File: src/rtl/adc_scan_ctrl.sv
module adc_scan_ctrl #(
  parameter int N_CH        = 8,
  parameter int DW          = 12,
  parameter int SETTLE_CYC  = 50,
  parameter int START_CYC   = 4,
  parameter int HOLD_CYC    = 200,
  parameter int TIMEOUT_CYC = 1000,
  parameter int RD_CYC      = 4,
  localparam int CH_W       = $clog2(N_CH)
) (
  input  logic            clk,
  input  logic            rst_n,
  output logic            adc_cs_n,
  output logic            adc_rd_n,
  input  logic            adc_eoc_n,
  input  logic [DW-1:0]   adc_data,
  output logic [CH_W-1:0] mux_sel,
  output logic            res_valid,
  output logic [CH_W-1:0] res_chan,
  output logic [DW-1:0]   res_data,
  output logic [N_CH-1:0] err_flags
);

  localparam int TW = $clog2(TIMEOUT_CYC + SETTLE_CYC + RD_CYC + 1);
  localparam logic [TW-1:0] SETTLE_END = TW'(SETTLE_CYC - 1);
  localparam logic [TW-1:0] START_END  = TW'(START_CYC - 1);
  localparam logic [TW-1:0] HOLD_END   = TW'(HOLD_CYC - 1);
  localparam logic [TW-1:0] TOUT_END   = TW'(TIMEOUT_CYC - 1);
  localparam logic [TW-1:0] RD_END     = TW'(RD_CYC - 1);
  localparam logic [CH_W-1:0] LAST_CH  = CH_W'(N_CH - 1);

  typedef enum logic [1:0] {S_SETTLE, S_START, S_WAIT, S_READ} state_t;

  state_t          state;
  logic [TW-1:0]   tmr;
  logic [CH_W-1:0] ch;
  logic [1:0]      eoc_q;
  logic            eoc_done;
  logic            hold_done;
  logic [CH_W-1:0] ch_next;

  assign eoc_done  = ~eoc_q[1];
  assign hold_done = (tmr >= HOLD_END);
  assign ch_next   = (ch == LAST_CH) ? '0 : ch + 1'b1;

  assign adc_cs_n = ~((state == S_START) || (state == S_READ));
  assign adc_rd_n = ~(state == S_READ);
  assign mux_sel  = ch;

  always_ff @(posedge clk or negedge rst_n) begin
    if (!rst_n) begin
      state     <= S_SETTLE;
      tmr       <= '0;
      ch        <= '0;
      eoc_q     <= 2'b11;
      err_flags <= '0;
      res_valid <= 1'b0;
      res_chan  <= '0;
      res_data  <= '0;
    end else begin
      eoc_q     <= {eoc_q[0], adc_eoc_n};
      res_valid <= 1'b0;
      tmr       <= tmr + 1'b1;
      case (state)
        S_SETTLE: begin
          if (tmr == SETTLE_END) begin
            state <= S_START;
            tmr   <= '0;
          end
        end
        S_START: begin
          if (tmr == START_END) state <= S_WAIT;
        end
        S_WAIT: begin
          if (hold_done && eoc_done) begin
            state <= S_READ;
            tmr   <= '0;
          end else if (tmr == TOUT_END) begin
            err_flags[ch] <= 1'b1;
            ch            <= ch_next;
            state         <= S_SETTLE;
            tmr           <= '0;
          end
        end
        S_READ: begin
          if (tmr == RD_END) begin
            res_data  <= adc_data;
            res_chan  <= ch;
            res_valid <= 1'b1;
            ch        <= ch_next;
            state     <= S_SETTLE;
            tmr       <= '0;
          end
        end
        default: state <= S_SETTLE;
      endcase
    end
  end

endmodule

File: config.mk
export PLATFORM = sky130hd
export DESIGN_NAME = adc_scan_ctrl
export DESIGN_NICKNAME = d
export VERILOG_FILES = /design/src/rtl/adc_scan_ctrl.sv
export SDC_FILE = /design/constraint.sdc
export NUM_CORES = 1
export LEC_CHECK = 0
export BUFFER_PORTS_ARGS = -buffer_cell sky130_fd_sc_hd__buf_4
export CORE_AREA = 2 2 71 60
export DETAILED_ROUTE_END_ITERATION = 8
export DIE_AREA = 0 0 73 62
export PLACE_DENSITY = 0.84
export SYNTH_ARGS = -nofsm -noshare
export SYNTH_HDL_FRONTEND = slang
export SYNTH_SLANG_ARGS = --single-unit
File: constraint.sdc
create_clock -name clk -period 2.5 [get_ports clk]
set_input_delay 0.25 -clock clk [delete_from_list [all_inputs] [get_ports clk]]
set_output_delay 0.25 -clock clk [all_outputs]
set_load 0.1 [all_outputs]
* Word-level counts from Yosys, hierarchy flattened
Cells that the tools add are included.
** Storage, ports and cells
- Flip-flop bits (word level) :: 42
- Bits of input ports :: 15
- Output and inout port bits :: 29
- Word-level logic and storage cells :: 60
** Operators by class
- $add $sub $neg :: 2
- Magnitude comparators :: 3
- Equality and inequality tests :: 13
- Muxes and demuxes :: 20
- Bitwise operators :: 5
- Reductions and logical operators :: 9
** Operator list (number)
- 2-to-1 mux 11 bit :: 4
- case mux 11 bit (3 select lines) :: 1
- 2-to-1 mux 3 bit :: 4
- adder 11 x 1 -> 11 bit (second input constant) :: 1
- equality test 11 x 10 -> 1 bit (second input constant) :: 1
- equality test 11 x 2 -> 1 bit (second input constant) :: 1
- equality test 11 x 6 -> 1 bit (second input constant) :: 1
- >= comparator 11 x 8 -> 1 bit (second input constant) :: 1
- 2-to-1 mux 2 bit :: 5
- OR 8 bit :: 1
- case mux 2 bit (4 select lines) :: 1
- AND reduction 4 bit :: 2
- != test 2 bit (second input constant) :: 3
- case mux 3 bit (2 select lines) :: 1
- equality test 2 bit (second input constant) :: 2
- < comparator 3 x 4 -> 1 bit (second input constant) :: 1
- != test 2 x 1 -> 1 bit (second input constant) :: 2
- inverter 1 bit :: 4
- adder 3 x 1 -> 3 bit (second input constant) :: 1
- demux 1 bit (select 3 bit) :: 1
- equality test 3 bit (second input constant) :: 1
- >= comparator 3 x 1 -> 1 bit (second input constant) :: 1
- 2-to-1 mux 1 bit :: 3
- != test 3 bit (second input constant) :: 1
- 7 further kinds :: 8

* Logic depth before layout (Yosys ltp)
- Depth in word-level cells :: 5
- Mapped depth :: 9
- Mapped depth without buffers :: 7

* Worst setup path after synthesis
Ideal clock, no wire load.
- Path kind :: register to register
- Start :: reg tmr[9]
- End :: reg tmr[0]
- Library setup time :: 80 ps
- Data arrival time :: 1875 ps
- Data required time :: 2420 ps
- Slack :: 545 ps
- Cell stages (with the launch flop) :: 7
- Path buffers :: 1
- Clock period less this slack :: 1955 ps
- Cell sequence :: dfrtp_1 > or4_4 > a2111oi_4 > or3_1 > a311oi_1 > buf_6 > nor3_2
** Between the ends
- Cells in the longest elaborated chain, start to end :: 4
- Elaborated cells on any way between the ends :: 10
- Those cells by class :: order compare: 1; eq/ne: 3; mux: 5; reduce/logical: 1
** Ends and longest elaborated chain
- from (decl) :: RTL line 35 : logic [TW-1:0] tmr;
- from (signal assigned) :: RTL line 63 : tmr <= tmr + 1'b1;
- >= comparator 11 x 8 -> 1 bit / equality test 11 x 10 -> 1 bit (equally long branches) :: RTL line 43, 78
- logical AND 1 bit / 2-to-1 mux 11 bit (equally long branches) :: RTL line 75, 78
- 2-to-1 mux 11 bit :: RTL line 75 : if (hold_done && eoc_done) begin
- case mux 11 bit (3 select lines) (*) :: RTL line 64 : case (state)
Mark *: on every way between the ends. The rest lies on a longest branch, timed or not.
A chain may end at the register's enable or synchronous reset.

* Worst setup path in the final report
- Start :: reg tmr[0]
- End :: reg ch[1], in the netlist mux_sel[1]
** Between the ends
- Cells in the longest elaborated chain, start to end :: 4
- Elaborated cells on any way between the ends :: 8
- Those cells by class :: order compare: 1; eq/ne: 5; reduce/logical: 2
** Ends and longest elaborated chain
- >= comparator 11 x 8 -> 1 bit :: RTL line 43 : assign hold_done = (tmr >= HOLD_END);
- logical AND 1 bit :: RTL line 75
- != test 2 bit (no line)
- AND reduction 4 bit (no line) (*)
- to (signal assigned) :: RTL line 80 : ch <= ch_next;
- to (signal assigned) :: RTL line 90 : ch <= ch_next;
- to (decl) :: RTL line 36 : logic [CH_W-1:0] ch;
Marked as above.

==> results.cfg <==
[die]
rows = 21
die_height_um = 62
die-area_um2 = 4530
core-area_um2 = 3920
die_w_um = 73
start_util_pct = 47.1
io_pins = 44

[cts]
insertion_delay_ns = 0.29
clockBufferDepth = 2
clock_sinks = 42
path_clk_slew_ns = 0.08
post_cts.repair.setup_buffers = 0
htree_levels = 2
cts_tree = built
cts_root_buffer = clkbuf_8
numCtsBuffers = 5

[critical_path]
endpoint_kind = register
required_ns = 2.67
cp_data_arrival_time_ns = 2.36
setup.worst_path.class = register to register
cp_max_fo = 20
setup.worst_path.start_class = register
r2r_end = mux_sel[1]
worstReg2RegStart = tmr[0]
reg2reg_depth = 7
regToRegSetupSlack_ns = 0.31

[synthesis]
netlist_top_cells_area = dfrtp_1, nand2_1, a41o_1
syn_avg_cell_area_um2 = 10.5
ys.warnings.count = 0
yosysSeqAreaShare_pct = 57.1
synth_ff_type = dfrtp_1
synth-edff-count = 0
synth_common_cells = nand2_1, dfrtp_1, nor2_1
yosysMostFrequentCell = nand2_1
yosys.area.top_type = dfrtp_1
synth_cells = 175
ys_seq_elements = 42
synthArstFlopShare_pct = 100
syn_area_um2 = 1850
synthDistinctLibCells = 35
synth_top_area_share_pct = 54.2
syn_nets = 194

[drt]
wl_um = 3620
first_iter_violations = 73
wl_per_cell_um = 13.5
drc = 0
dr.pass1.iters = 4
routed_via_density = 5.18
drtAntennaViolNets = 0
num_vias = 1394

[worst_hold_path]
hold_class = input port to register
hold_depth = 1
hold_path_end = eoc_q[0]
hp-start = adc_eoc_n

[sta]
holdWs_ns = 0.0630
setup_viol = 0
finalCritPeriodShare_pct = 87.4
slew_headroom_pct = 63.7
drv_slew = 0
hold_viol = 0
setup_ws_ns = 0.314
rsz0062_at_grt = false
period_needed_ns = 2.19
fin_setup_tns_ns = 0
fmax_mhz = 457
fin_worst_skew_ns = 0.00763
worst_pin_slew_ns = 0.530

[place]
pre_cts_ws_ns = 0.248
io_buffers = 43
dp_hpwl_um = 2660
routabilityCongestion = 0.861

[global_route]
grt_max_degree = 43
grt_antenna_before_repair = 0
overflow = 0
grt_use_total_pct = 17.5
grt_pass1_wl_um = 5820
grt_pass1_vias = 1253

[layout]
area_growth_pct = 24.3
diodes = 0
drive_gt1_share_pct = 29.6
utilization_pct = 58.6
fin_nets = 241

[power]
p_comb_share_pct = 2.7
switching_share_pct = 20.7
p_switching_uw = 233
power_frac_seq_pct = 60.6
p_per_area_nw_per_um2 = 491
internal-power_uw = 893
p_leak_uw = 0.00115
ir_worst_vdd_uv = 239
clock_power_share_pct = 36.8

[job]
cap_violations = 0

[status]
status = finished clean
kinds of logic after synthesis:
group,count (synthesis),share of synthesized area [%]
and+or+nand+nor,79,19.9
DFF,42,57.1
AOI/OAI and AO/OA,26,11.5
buffers and inverters,14,4.00
xor gates and xnor gates,9,4.27
adders and majority gates,4,2.71
muxes,1,0.610
area by class of cell:
cell class / instances / area [um2]
well taps: 46 / 57.6
flip-flops and latches: 42 / 1050
multi-input cells: 119 / 719
clock inverters: 2 / 13.8
clock buffers: 6 / 72.6
fillers: 325 / 1620
repair buffers: 46 / 348
inverters: 8 / 30.0
how the worst max path moves through the flow:
stage | start | endpoint | cells after the start
after detailed placement | tmr[0] | mux_sel[1] | 6
after global placement | tmr[0] | mux_sel[2] | 6
after CTS | tmr[0] | mux_sel[1] | 6
after floorplan | tmr[9] | tmr[0] | 6
after global routing | tmr[0] | mux_sel[0] | 6
final | tmr[0] | mux_sel[1] | 7
through the flow:
stage | total power (uW) | std cells | area, um2
floorplan | 696 | 175 | 1850
global placement | 725 | 260 | 2200
detailed placement | 726 | 260 | 2200
CTS | 1150 | 269 | 2290
global route | 1180 | 269 | 2290
finish | 1130 | 269 | 2290
timing repair:
action / CTS / global route
hold buffers: 1 / 0
hold endpoints to repair: 40 / 0
gates resized for setup: 0 / 1
endpoints found under the setup margin: 0 / 3
power groups by stage:
stage / Sequential (uW) / Combinational [uW] / Clock [uW]
final: 682 / 29.9 / 415
after global routing: 683 / 34.4 / 463
after CTS: 682 / 31.3 / 433
after detailed placement: 696 / 29.9 / 0
after global placement: 696 / 29.5 / 0
after floorplan: 696 / 0.218 / 0
registers in the layout (all words and copies together) (netlist names):
register	cells
res_data	12
mux_sel	3
state	2
err_flags	8
tmr	11
res_chan	3
eoc_q	2
res_valid	1
layout by cell type (no fill, tap or decap), types with 2 or more instances in the layout:
master	synthesis	final
nor3_1	2	2
dfstp_2	2	2
nor2_1	15	15
inv_1	7	7
nand3_1	3	3
clkbuf_8	0	5
nor3_2	3	3
xnor2_1	5	5
a31o_2	2	2
dfrtp_1	40	40
nand4_1	3	3
or3_1	2	2
ha_1	4	4
nand2_1	44	44
a21o_1	2	2
o21ai_0	9	9
buf_4	1	45
a41o_1	6	6
a21oi_1	2	2
nor4b_1	2	2
xor2_1	4	4
worst max-delay path, cell delays in order, from the launching register on:
cell and delay, ns:
dfrtp_1 0.46, ha_1 0.29, or4bb_1 0.43, nor3_2 0.26
nand2_2 0.10, inv_2 0.26, or2_2 0.19, o21ai_0 0.07
metal layers:
layer / GRT usage (%) / vias up / share of wire [%]
met2: 26.6 / 30 / 47
met5: 0 / - / 0
met3: 5.97 / 5 / 4.5
met4: 6.35 / 0 / 1.2
li1: - / 690 / -
met1: 23.7 / 669 / 47
Power figures use the tool's default switching activity.
